$ cat src/rtl/tuner_i2c_pkg.sv
package tuner_i2c_pkg;
  localparam int BYTE_W   = 8;
  localparam int RATIO_W  = 15;
  localparam int CTRL_W   = 7;
  localparam int PORT_W   = 5;
  localparam int SEL_W    = 2;
  localparam int PREFIX_W = BYTE_W - SEL_W - 1;
  localparam int HI_W     = RATIO_W - BYTE_W;
  localparam logic [PREFIX_W-1:0] DEV_PREFIX = 5'b11000;

  typedef enum logic [1:0] {PH_IDLE, PH_RECV, PH_SKIP} bus_phase_t;
  typedef enum logic [1:0] {EXP_FIRST, EXP_DIV_LO, EXP_PORT} expect_t;
endpackage

$ cat src/rtl/tuner_line_filter.sv
module tuner_line_filter #(
  parameter int LINES  = 2,
  parameter int STAGES = 2,
  parameter int TAPS   = 3
) (
  input  logic             clk,
  input  logic             rst,
  input  logic [LINES-1:0] raw_i,
  output logic [LINES-1:0] clean_o
);
  localparam int HALF = TAPS / 2;

  for (genvar g = 0; g < LINES; g++) begin : g_line
    logic [STAGES-1:0] sync_q;
    logic [TAPS-1:0]   tap_q;
    logic [$clog2(TAPS+1)-1:0] ones;

    always_comb begin
      ones = '0;
      for (int k = 0; k < TAPS; k++) ones = ones + tap_q[k];
    end

    always_ff @(posedge clk) begin
      if (rst) begin
        sync_q     <= '1;
        tap_q      <= '1;
        clean_o[g] <= 1'b1;
      end else begin
        sync_q     <= {sync_q[STAGES-2:0], raw_i[g]};
        tap_q      <= {tap_q[TAPS-2:0], sync_q[STAGES-1]};
        clean_o[g] <= (ones > HALF);
      end
    end
  end
endmodule

$ cat src/rtl/tuner_bit_engine.sv
module tuner_bit_engine
  import tuner_i2c_pkg::*;
(
  input  logic              clk,
  input  logic              rst,
  input  logic              scl_f,
  input  logic              sda_f,
  input  logic [SEL_W-1:0]  addr_sel,
  output logic              sda_pull,
  output logic              byte_stb,
  output logic [BYTE_W-1:0] byte_q,
  output logic              frame_clr
);
  logic scl_d, sda_d, first_byte, ack_pend;
  bus_phase_t phase;
  logic [3:0] bit_cnt;
  logic [BYTE_W-1:0] shreg, next_byte;
  logic start_c, stop_c, scl_rise, scl_fall, addr_hit;

  assign start_c   = scl_f & scl_d & sda_d & ~sda_f;
  assign stop_c    = scl_f & scl_d & ~sda_d & sda_f;
  assign scl_rise  = scl_f & ~scl_d;
  assign scl_fall  = ~scl_f & scl_d;
  assign next_byte = {shreg[BYTE_W-2:0], sda_f};
  assign addr_hit  = (next_byte[BYTE_W-1:SEL_W+1] == DEV_PREFIX) &&
                     (next_byte[SEL_W:1] == addr_sel) && !next_byte[0];

  always_ff @(posedge clk) begin
    if (rst) begin
      scl_d      <= 1'b1;
      sda_d      <= 1'b1;
      phase      <= PH_IDLE;
      first_byte <= 1'b0;
      ack_pend   <= 1'b0;
      bit_cnt    <= '0;
      shreg      <= '0;
      byte_q     <= '0;
      byte_stb   <= 1'b0;
      frame_clr  <= 1'b0;
      sda_pull   <= 1'b0;
    end else begin
      scl_d     <= scl_f;
      sda_d     <= sda_f;
      byte_stb  <= 1'b0;
      frame_clr <= 1'b0;
      if (start_c) begin
        phase      <= PH_RECV;
        first_byte <= 1'b1;
        bit_cnt    <= '0;
        ack_pend   <= 1'b0;
        sda_pull   <= 1'b0;
        frame_clr  <= 1'b1;
      end else if (stop_c) begin
        phase     <= PH_IDLE;
        ack_pend  <= 1'b0;
        sda_pull  <= 1'b0;
        frame_clr <= 1'b1;
      end else if (phase == PH_RECV) begin
        if (scl_rise && bit_cnt < 4'd8) begin
          shreg   <= next_byte;
          bit_cnt <= bit_cnt + 4'd1;
          if (bit_cnt == 4'd7) begin
            if (first_byte) begin
              if (addr_hit) begin
                ack_pend   <= 1'b1;
                first_byte <= 1'b0;
              end else begin
                phase <= PH_SKIP;
              end
            end else begin
              byte_stb <= 1'b1;
              byte_q   <= next_byte;
              ack_pend <= 1'b1;
            end
          end
        end else if (scl_fall && bit_cnt == 4'd8) begin
          if (ack_pend) begin
            sda_pull <= 1'b1;
            ack_pend <= 1'b0;
          end else begin
            sda_pull <= 1'b0;
            bit_cnt  <= '0;
          end
        end
      end
    end
  end
endmodule

$ cat src/rtl/tuner_reg_bank.sv
module tuner_reg_bank
  import tuner_i2c_pkg::*;
#(
  parameter int RATIO_RST = 256
) (
  input  logic               clk,
  input  logic               rst,
  input  logic               byte_stb,
  input  logic [BYTE_W-1:0]  byte_q,
  input  logic               frame_clr,
  output logic [RATIO_W-1:0] div_ratio,
  output logic [CTRL_W-1:0]  ctrl_word,
  output logic [PORT_W-1:0]  port_word
);
  expect_t nxt;
  logic [HI_W-1:0] hi_hold;

  always_ff @(posedge clk) begin
    if (rst) begin
      div_ratio <= RATIO_W'(RATIO_RST);
      ctrl_word <= '0;
      port_word <= '0;
      hi_hold   <= '0;
      nxt       <= EXP_FIRST;
    end else if (frame_clr) begin
      nxt <= EXP_FIRST;
    end else if (byte_stb) begin
      case (nxt)
        EXP_FIRST: begin
          if (!byte_q[BYTE_W-1]) begin
            hi_hold <= byte_q[HI_W-1:0];
            nxt     <= EXP_DIV_LO;
          end else begin
            ctrl_word <= byte_q[CTRL_W-1:0];
            nxt       <= EXP_PORT;
          end
        end
        EXP_DIV_LO: begin
          div_ratio <= {hi_hold, byte_q};
          nxt       <= EXP_FIRST;
        end
        EXP_PORT: begin
          port_word <= byte_q[PORT_W-1:0];
          nxt       <= EXP_FIRST;
        end
        default: nxt <= EXP_FIRST;
      endcase
    end
  end
endmodule

$ cat src/rtl/tuner_i2c_regs.sv
module tuner_i2c_regs
  import tuner_i2c_pkg::*;
#(
  parameter int SYNC_STAGES = 2,
  parameter int FILT_TAPS   = 3,
  parameter int RATIO_RST   = 256
) (
  input  logic               clk,
  input  logic               rst,
  input  logic               scl_i,
  input  logic               sda_i,
  input  logic [SEL_W-1:0]   addr_sel,
  output logic               sda_pull,
  output logic [RATIO_W-1:0] div_ratio,
  output logic [CTRL_W-1:0]  ctrl_word,
  output logic [PORT_W-1:0]  port_word
);
  logic [1:0] clean;
  logic scl_f, sda_f, byte_stb, frame_clr;
  logic [BYTE_W-1:0] byte_q;

  tuner_line_filter #(.LINES(2), .STAGES(SYNC_STAGES), .TAPS(FILT_TAPS)) u_filt (
    .clk(clk), .rst(rst), .raw_i({scl_i, sda_i}), .clean_o(clean));

  assign scl_f = clean[1];
  assign sda_f = clean[0];

  tuner_bit_engine u_eng (
    .clk(clk), .rst(rst), .scl_f(scl_f), .sda_f(sda_f), .addr_sel(addr_sel),
    .sda_pull(sda_pull), .byte_stb(byte_stb), .byte_q(byte_q), .frame_clr(frame_clr));

  tuner_reg_bank #(.RATIO_RST(RATIO_RST)) u_bank (
    .clk(clk), .rst(rst), .byte_stb(byte_stb), .byte_q(byte_q), .frame_clr(frame_clr),
    .div_ratio(div_ratio), .ctrl_word(ctrl_word), .port_word(port_word));
endmodule

$ cat config.mk
export PLATFORM = sky130hd
export DESIGN_NAME = tuner_i2c_regs
export DESIGN_NICKNAME = d
export VERILOG_FILES = /design/src/rtl/tuner_i2c_pkg.sv /design/src/rtl/tuner_line_filter.sv /design/src/rtl/tuner_bit_engine.sv /design/src/rtl/tuner_reg_bank.sv /design/src/rtl/tuner_i2c_regs.sv
export SDC_FILE = /design/constraint.sdc
export NUM_CORES = 1
export LEC_CHECK = 0
export BUFFER_PORTS_ARGS = -buffer_cell sky130_fd_sc_hd__buf_4
export CORE_MARGIN = 10
export CORE_UTILIZATION = 35
export DETAILED_ROUTE_END_ITERATION = 16
export GPL_TIMING_DRIVEN = 0
export MAX_ROUTING_LAYER = met4
export PLACE_DENSITY_LB_ADDON = 0.05
export SLEW_MARGIN = 5
export SYNTH_ARGS = -nofsm -noshare
export SYNTH_HDL_FRONTEND = slang
export SYNTH_SLANG_ARGS = --single-unit
$ cat constraint.sdc
create_clock -name clk -period 2.3 [get_ports clk]
set_input_delay 0.345 -clock clk [delete_from_list [all_inputs] [get_ports clk]]
set_output_delay 0.345 -clock clk [all_outputs]
set_load 0.1 [all_outputs]
==> flow_summary.json, run 1 <==
{
  "outcome": "completed",
  "fill_cells": 814,
  "setup_tns_ns": 0,
  "ys_seq_elements": 76,
  "grt_pass1_wl_mm": 10.3,
  "routed_wirelength_mm": 6.17,
  "routabilityCongestion": 0.767,
  "drv_cap": 0,
  "min_period_over_period_pct": 90.2,
  "drc": 0,
  "grt_max_degree": 13,
  "syn_nets": 306,
  "cts-resized-gates": 0,
  "die_w_um": 109,
  "crit_path_max_incr_delay_ns": 0.85,
  "routedWlPerCell_um": 13.8,
  "firstDrtPassIters": 4,
  "final_max_slew_viol_count": 0,
  "fmax_mhz": 482,
  "syn_area_um2": 2800,
  "std_cell_rows": 32,
  "crit_required_ns": 2.58,
  "place.port_buffers": 32,
  "postCtsSetupBuffers": 0,
  "path_cells": "clkbuf_1, nor4bb_1, clkbuf_1, nand2_1, a21oi_1",
  "core_um2": 7770,
  "drive_gt1_share_pct": 20.6,
  "avgSynthCellArea_um2": 9.46,
  "fp.dieArea_um2": 12000,
  "n_antenna_cell": 0,
  "p_per_area_nw_per_um2": 734,
  "ys_warn_count": 0,
  "start_kind": "register",
  "numCtsBuffers": 9,
  "clock-sinks": 76,
  "fin_crit_ns": 2.07,
  "synth_ff_type": "dfxtp_1",
  "ys_seq_area_share_pct": 54.3,
  "arrival_ns": 2.35,
  "slowest_stage": "nor4bb_1",
  "layout.nets": 349,
  "vdd_drop_max_mv": 0.458,
  "synth.distinct_cells": 39,
  "yosysTopAreaCellShare_pct": 54.3,
  "cts_buffer_depth": 2,
  "fp.dieH_um": 109,
  "syn2layout_area_growth_pct": 20.9,
  "final_common_cell": "dfxtp_1",
  "worst_pin_slew_ns": 0.962,
  "ioPinCount": 34,
  "setup-violations-final": 0,
  "synth.largest_area_cell": "dfxtp_1",
  "power_w": 0.00248,
  "clkSlewWorstSetupHoldPaths_ns": 0.08,
  "end_kind": "register",
  "start_util_pct": 36.1,
  "postRouteAntennaNets": 0,
  "viasPerCell": 4.62,
  "leakage_nw": 1.30,
  "first_iter_violations": 79,
  "grt_setup_unrepaired": "false",
  "synthTopCellsByArea": "dfxtp_1 54%, mux2i_1 9.6%, nand2_1 7.0%, a21oi_1 4.8%, nor2_1 4.6%",
  "insertion_delay_ns": 0.34,
  "synthCells": 296,
  "cp_max_fo": 10,
  "crit_type": "register to register",
  "cts_max_level": 3,
  "antenna_found_initial": 0,
  "grt_use_total_pct": 11.4,
  "cts_tree": "built",
  "skew_ns": 0.00575,
  "async_flop_share_pct": 0,
  "worstHoldPathType": "input port to register",
  "hold_violations": 0,
  "synth_edf_count": 0,
  "root_buffer": "clkbuf_8",
  "ctsHoldBuffers": 0,
  "crit_path_frequent_cell": "clkbuf_1",
  "grt-ovfl-total": 0,
  "layout_common_cells": "76 x dfxtp_1, 52 x nand2_1, 34 x nor2_1",
  "max-slew-margin-rel_pct": 35.0,
  "dr_total_vias": 2062,
  "grt_pass1_vias": 2009,
  "dp.final_hpwl_mm": 4.37
}
Yosys cell counts, types with 2 or more instances:
cell and count:
mux2i_1 27, or4_1 3, inv_1 4, nand2_1 52, ha_1 4, nor4bb_1 2
o21ai_0 3, clkbuf_1 11, nor3_1 4, a211oi_1 3, nor2_1 34, or2_2 15
nand2b_1 2, nand4bb_1 2, a21oi_1 27, nor2b_1 2, and2_1 2, a211o_1 2
dfxtp_1 76, xor2_1 2
logic make-up (layout without fill, tap and decap cells):
kind of cell    count (synthesis)  in the layout  share of synthesized area (%)
mux                            27             27                           9.65
xor+xnor                        3              3                          0.938
flops                          76             76                           54.3
buf+inv                        17             65                           2.46
compound gates                 39             39                           8.13
simple gates                  130            130                           22.7
fa+ha+maj                       4              4                           1.79
final timing paths:
| check | from | end | slack, ns | depth (start not counted) |
|---|---|---|---|---|
| hold / removal | sda_i | u_filt.g_line[0].sync_q[0]$_SDFF_PP1_ | 0.18 | 2 |
| setup reg to reg | u_eng.frame_clr$_SDFF_PP0_ | u_bank.div_ratio[9]$_SDFFE_PP0P_ | 0.23 | 5 |
| hold reg to reg | u_filt.g_line[0].sync_q[1]$_SDFF_PP1_ | u_filt.g_line[0].tap_q[0]$_SDFF_PP1_ | 0.41 | 1 |
| setup / recovery | u_eng.frame_clr$_SDFF_PP0_ | u_bank.div_ratio[9]$_SDFFE_PP0P_ | 0.23 | 5 |
per-stage QoR:
step	hold WS (ns)	cell area [um2]	cells	setup WS (ns)	utilization, %
floorplan	0.389	2800	296	0.535	-
CTS	0.167	3390	446	0.120	43.6
global placement	0.392	3170	430	0.159	40.8
detailed placement	0.394	3170	430	0.145	40.8
global route	0.174	3390	446	0.0208	43.6
finish	0.179	3390	446	0.225	43.6
layer usage:
metal	GRT usage (%)	vias up	routed length, um
met1	14.1	946	2970
met3	3.69	6	337
li1	-	1076	-
met2	17.1	34	2800
met5	-	-	0
met4	4.18	0	68
state kept, by name, indices dropped and copies added (netlist names), 2 cells and up:
register              count
u_filt.g_line.sync_q      4
u_eng.bit_cnt             4
u_bank.ctrl_word          7
u_eng.shreg               7
u_eng.byte_q              8
u_filt.g_line.tap_q       6
u_bank.hi_hold            7
u_filt.clean_o            2
u_bank.port_word          5
u_eng.phase               2
u_bank.div_ratio         15
u_bank.nxt                2
where the power goes:
part           internal (W)  switching, W  leakage (nW)
registers           0.00132    0.00000428         0.614
logic             0.0000181     0.0000326         0.576
clock network      0.000640      0.000467         0.107
total               0.00198      0.000504          1.30
worst max-delay path, delay by kind of cell, from the launching register on:
| family | cells | cell delay, ns |
|---|---|---|
| AO/OA/AOI/OAI | 1 | 0.14 |
| buffers and inverters | 2 | 0.60 |
| flip-flops | 1 | 0.30 |
| AND/OR/NAND/NOR | 2 | 0.96 |
area by class of cell:
| class | count | area (um2) | area share (%) |
|---|---|---|---|
| plain buffers | 13 | 53.8 | 1.59 |
| clock inverters | 4 | 72.6 | 2.14 |
| multi-input cells | 203 | 1210 | 35.8 |
| repair buffers | 32 | 240 | 7.09 |
| well taps | 102 | 128 | 3.77 |
| clock buffers | 12 | 145 | 4.29 |
| inverters | 4 | 15.0 | 0.443 |
| flip-flops and latches | 76 | 1520 | 44.9 |
Note: power is estimated with default switching activity, not from simulation.
==> run 2: changes to the inputs <==
==> constraint.sdc (replaced) <==
create_clock -name clk -period 1.7 [get_ports clk]
set_input_delay 0.255 -clock clk [delete_from_list [all_inputs] [get_ports clk]]
set_output_delay 0.255 -clock clk [all_outputs]
set_load 0.1 [all_outputs]
==> flow_summary.json, run 2 (synthesized netlist as in run 1, its figures left out) <==
{
  "outcome": "complete, but fails checks",
  "violations": "setup timing",
  "largest_reg_flops": 15,
  "fin_crit_ns": 1.78,
  "std_cell_rows": 32,
  "n_antenna_cell": 0,
  "power_w": 0.00310,
  "ioPinCount": 34,
  "drive_gt1_share_pct": 28.7,
  "grt_use_total_pct": 11.3,
  "fp.dieArea_um2": 12000,
  "fmax_mhz": 561,
  "leakage_nw": 1.35,
  "hold_violations": 0,
  "drc": 0,
  "p_per_area_nw_per_um2": 882,
  "cts_buffer_depth": 2,
  "worstHoldPathType": "input port to register",
  "hold_path_depth": 2,
  "worst_r2r_endpoint": "u_eng.phase[1]$_SDFFE_PP0P_",
  "place_ws_ns": -0.500,
  "die_w_um": 109,
  "setup-violations-final": 3,
  "place_inst": 430,
  "core_um2": 7770,
  "numCtsBuffers": 9,
  "layout.nets": 357,
  "min_from": "scl_i",
  "layout_common_cells": "69 x dfxtp_1, 51 x nand2_1, 41 x buf_4",
  "grt_pass1_vias": 2079,
  "end_kind": "register",
  "cts_max_level": 3,
  "grt_pass1_wl_mm": 10.3,
  "place.port_buffers": 32,
  "r2r_start": "u_eng.shreg[4]$_SDFFE_PP0P_",
  "ctsHoldBuffers": 0,
  "worst_slack_ns": -0.0831,
  "min_period_over_period_pct": 105,
  "fin_cells": 454,
  "drv_cap": 0,
  "firstDrtPassIters": 4,
  "fin_util_pct": 45.2,
  "reg2regPathDepth": 5,
  "postRouteAntennaNets": 0,
  "routed_wirelength_mm": 6.27,
  "vdd_drop_max_mv": 0.381,
  "skew_ns": 0.00596,
  "viasPerCell": 4.64,
  "reg.largest.list": "u_bank.div_ratio (15), u_eng.byte_q (8)",
  "clock-sinks": 76,
  "worst_pin_slew_ns": 0.526,
  "grt_setup_unrepaired": "true",
  "routabilityCongestion": 0.756,
  "cp_max_fo": 3,
  "root_buffer": "clkbuf_8",
  "clkSlewWorstSetupHoldPaths_ns": 0.08,
  "fp.dieH_um": 109,
  "crit_required_ns": 1.94,
  "final_max_slew_viol_count": 0,
  "start_util_pct": 36.1,
  "insertion_delay_ns": 0.35,
  "max-slew-margin-rel_pct": 64.7,
  "final_common_cell": "dfxtp_1",
  "grt_max_degree": 14,
  "routedWlPerCell_um": 13.8,
  "rrSetupSlack_ns": -0.08,
  "first_iter_violations": 84,
  "start_kind": "register",
  "antenna_found_initial": 0,
  "dr_total_vias": 2108,
  "crit_type": "register to register",
  "syn2layout_area_growth_pct": 25.2,
  "dp.final_hpwl_mm": 4.35,
  "grt-ovfl-total": 0,
  "regMostFlops": "u_bank.div_ratio",
  "arrival_ns": 2.03,
  "critPathLaunch": "u_eng.shreg[4]$_SDFFE_PP0P_",
  "cts_tree": "built",
  "holdPathEnd": "u_filt.g_line[1].sync_q[0]$_SDFF_PP1_"
}
[run 2: cell types whose count changed in the layout (fill, tap and decap cells not counted), sizes merged]
cell    delta
clkbuf     -3
clkinv     +4
buf        +9
bufinv     -2
[run 2: where the power goes]
| group | internal, W | switching (W) | total (W) |
|---|---|---|---|
| sequential | 0.00178 | 0.00000697 | 0.00179 |
| clock | 0.000566 | 0.000667 | 0.00123 |
| combinational | 0.0000262 | 0.0000443 | 0.0000704 |
[run 2: worst max-delay path by stage]
| stage | end | slack (ns) | cells after the start |
|---|---|---|---|
| final | u_eng.phase[1]$_SDFFE_PP0P_ | -0.08 | 5 |
| after global routing | u_eng.phase[1]$_SDFFE_PP0P_ | -0.14 | 5 |
| after CTS | u_eng.phase[1]$_SDFFE_PP0P_ | -0.09 | 5 |
| after detailed placement | u_bank.div_ratio[10]$_SDFFE_PP0P_ | -0.50 | 5 |
| after global placement | u_bank.div_ratio[10]$_SDFFE_PP0P_ | -0.50 | 5 |
| after floorplan | u_eng.phase[1]$_SDFFE_PP0P_ | -0.04 | 5 |
[run 2: repair_timing]
action	in CTS	in global routing
setup buffers	7	2
setup endpoints to repair	42	32
pin swaps	6	9
gates resized for setup	20	9
[run 2: cell type report]
class / instances / area [um2]
Clock inverter: 6 / 40.0
Tap cell: 102 / 128
Inverter: 4 / 15.0
Sequential cell: 76 / 1540
Clock buffer: 10 / 138
Buffer: 12 / 62.6
Fill cell: 793 / 4260
Timing Repair Buffer: 41 / 308
Multi-Input combinational cell: 203 / 1280
[run 2: per-layer routing]
layer / up-vias / GRT usage [%] / wire [um]
met2: 39 / 17.1 / 2790
met4: 0 / 6.23 / 110
met1: 964 / 13.7 / 3040
met5: - / - / 0
met3: 11 / 2.63 / 326
li1: 1094 / - / -
[run 2: per-stage QoR]
stage	hold slack, ns	TNS, ns	area [um2]
after floorplan	0.359	-0.0492	2810
after global placement	0.391	-7.71	3180
after detailed placement	0.393	-7.69	3180
after CTS	0.0726	-0.221	3470
after global routing	0.0864	-0.592	3510
final	0.0860	-0.196	3510
[run 2: worst max-delay path, stage by stage (launching register included)]
cell     delay, ns
dfxtp_2       0.33
or4_1         0.51
or4_4         0.56
nand2_2       0.08
nor2_2        0.04
o21ba_1       0.15
==> run 3: changes to the inputs <==
--- a/config.mk
+++ b/config.mk
@@ -12,6 +12,7 @@
 export GPL_TIMING_DRIVEN = 0
 export MAX_ROUTING_LAYER = met4
 export PLACE_DENSITY_LB_ADDON = 0.05
+export SETUP_SLACK_MARGIN = 0.3
 export SLEW_MARGIN = 5
 export SYNTH_ARGS = -nofsm -noshare
 export SYNTH_HDL_FRONTEND = slang
==> flow_summary.json, run 3 (synthesized netlist as in run 1, its figures left out) <==
{
  "worst_r2r_endpoint": "u_eng.phase[1]$_SDFFE_PP0P_",
  "n_antenna_cell": 0,
  "min_period_over_period_pct": 105,
  "leakage_nw": 1.51,
  "viasPerCell": 4.62,
  "power_w": 0.00301,
  "crit_required_ns": 1.94,
  "insertion_delay_ns": 0.34,
  "rrSetupSlack_ns": -0.08,
  "end_kind": "register",
  "setup-violations-final": 3,
  "use_met2_pct": 17.8,
  "place.port_buffers": 32,
  "cts_max_level": 3,
  "critPathLaunch": "u_eng.shreg[4]$_SDFFE_PP0P_",
  "postRouteAntennaNets": 0,
  "dr_total_vias": 2175,
  "firstDrtPassIters": 4,
  "fp.dieArea_um2": 12000,
  "fmax_mhz": 561,
  "start_kind": "register",
  "sw_frac_of_total_pct": 22.9,
  "hold_violations": 0,
  "drv_cap": 0,
  "layout_common_cells": "64 x dfxtp_1, 51 x buf_4, 42 x nand2_1",
  "drive_gt1_share_pct": 39.3,
  "std_cell_rows": 32,
  "cts_buffer_depth": 2,
  "ctsHoldBuffers": 0,
  "fp.dieH_um": 109,
  "clkPwrFrac_pct": 38.1,
  "syn2layout_area_growth_pct": 36.1,
  "worst_pin_slew_ns": 0.633,
  "skew_ns": 0.00759,
  "pwr-share-seq_pct": 59.3,
  "start_util_pct": 36.1,
  "first_iter_violations": 39,
  "crit_type": "register to register",
  "grt_use_total_pct": 11.7,
  "max-slew-margin-rel_pct": 57.8,
  "vdd_drop_max_mv": 0.357,
  "ioPinCount": 34,
  "layout.nets": 375,
  "numCtsBuffers": 9,
  "worst_slack_ns": -0.0827,
  "p_sw_w": 0.000690,
  "r2r_start": "u_eng.shreg[4]$_SDFFE_PP0P_",
  "reg2regPathDepth": 5,
  "grt_busiest_layer": "met2",
  "regMostFlops": "u_bank.div_ratio",
  "arrival_ns": 2.02,
  "violations": "setup timing",
  "p_per_area_nw_per_um2": 790,
  "grt_pass1_wl_mm": 10.5,
  "cp_max_fo": 3,
  "final_max_slew_viol_count": 0,
  "timing.hold.ws_ns": 0.0944,
  "reg.largest.list": "u_bank.div_ratio (15), u_eng.byte_q (8)",
  "root_buffer": "clkbuf_8",
  "intPower_w": 0.00232,
  "grt-ovfl-total": 0,
  "core_um2": 7770,
  "antenna_found_initial": 0,
  "cts_tree": "built",
  "grt_use_met1_pct": 14.2,
  "grt_pass1_vias": 2086,
  "routabilityCongestion": 0.760,
  "routedWlPerCell_um": 14.2,
  "combPwrFrac_pct": 2.5,
  "grt_util_met3_pct": 3.10,
  "die_w_um": 109,
  "grt_max_degree": 13,
  "clock-sinks": 76,
  "largest_reg_flops": 15,
  "routed_wirelength_mm": 6.68,
  "grt_setup_unrepaired": "true",
  "outcome": "complete, but fails checks",
  "fin_crit_ns": 1.78,
  "worstHoldPathType": "input port to register",
  "drc": 0,
  "final_common_cell": "dfxtp_1",
  "dp.final_hpwl_mm": 4.44,
  "crit_end": "u_eng.phase[1]$_SDFFE_PP0P_",
  "clkSlewWorstSetupHoldPaths_ns": 0.07
}
==> run 3: cell types whose count changed in the layout (fill, tap and decap cells not counted), moves of 8 or more <==
cell and change:
a21oi_1 -8, a21oi_2 +8, buf_4 +10, buf_6 +8
nand2_1 -9
==> run 3: layout make-up <==
cell class,instances,area [um2]
clock buffers,10,128
plain buffers,13,78.8
inverters,4,15.0
multi-input cells,203,1410
flip-flops and latches,76,1550
fillers,789,3950
well taps,102,128
repair buffers,58,474
clock inverters,5,30.0
==> run 3: per-stage QoR <==
stage          util (%)  setup TNS (ns)  instances  setup WS (ns)  instance area (um2)
6_report           49.1          -0.175        471        -0.0827                 3810
5_1_grt            49.1          -0.524        471         -0.119                 3810
4_1_cts            45.7          -0.218        457        -0.0909                 3550
3_5_place_dp       41.6          -0.735        430         -0.122                 3230
3_3_place_gp       41.6          -0.695        430         -0.132                 3230
2_1_floorplan         -         -0.0457        296        -0.0375                 2870
==> run 3: worst min-delay path by stage <==
stage,from,to,slack [ns],depth (start not counted)
4_1_cts,sda_i,u_filt.g_line[0].sync_q[0]$_SDFF_PP1_,0.08,2
3_5_place_dp,u_filt.g_line[0].sync_q[1]$_SDFF_PP1_,u_filt.g_line[0].tap_q[0]$_SDFF_PP1_,0.39,1
6_report,sda_i,u_filt.g_line[0].sync_q[0]$_SDFF_PP1_,0.09,2
5_1_grt,scl_i,u_filt.g_line[1].sync_q[0]$_SDFF_PP1_,0.09,2
3_3_place_gp,u_filt.g_line[0].sync_q[1]$_SDFF_PP1_,u_filt.g_line[0].tap_q[0]$_SDFF_PP1_,0.39,1
2_1_floorplan,sda_i,u_filt.g_line[0].sync_q[0]$_SDFF_PP1_,0.36,1
==> run 3: power groups by stage <==
stage	logic [W]	registers [W]	clock network, W
CTS	0.0000744	0.00179	0.00120
detailed placement	0.0000718	0.00184	0
floorplan	0.0000453	0.00184	0
global placement	0.0000718	0.00184	0
finish	0.0000755	0.00179	0.00115
global route	0.0000840	0.00179	0.00127
==> run 3: what timing repair did <==
| action | 4_1_cts | 5_1_grt |
|---|---|---|
| endpoints found under the setup margin | 45 | 44 |
| gates resized for setup | 24 | 45 |
| pin swaps | 13 | 23 |
| setup buffers | 12 | 13 |
| cloned | 0 | 1 |
==> run 3: worst max-delay path: stages, from the launching register on <==
cell and delay, ns:
dfxtp_2 0.32, or4_1 0.51, or4_4 0.56, nand2_2 0.09, nor2_2 0.04, o21ba_1 0.15
==> run 3: layer usage <==
metal | vias to the layer above | wire (um)
met5 | - | 0
met4 | 0 | 95
met3 | 11 | 306
met2 | 31 | 3130
met1 | 1003 | 3150
li1 | 1130 | -
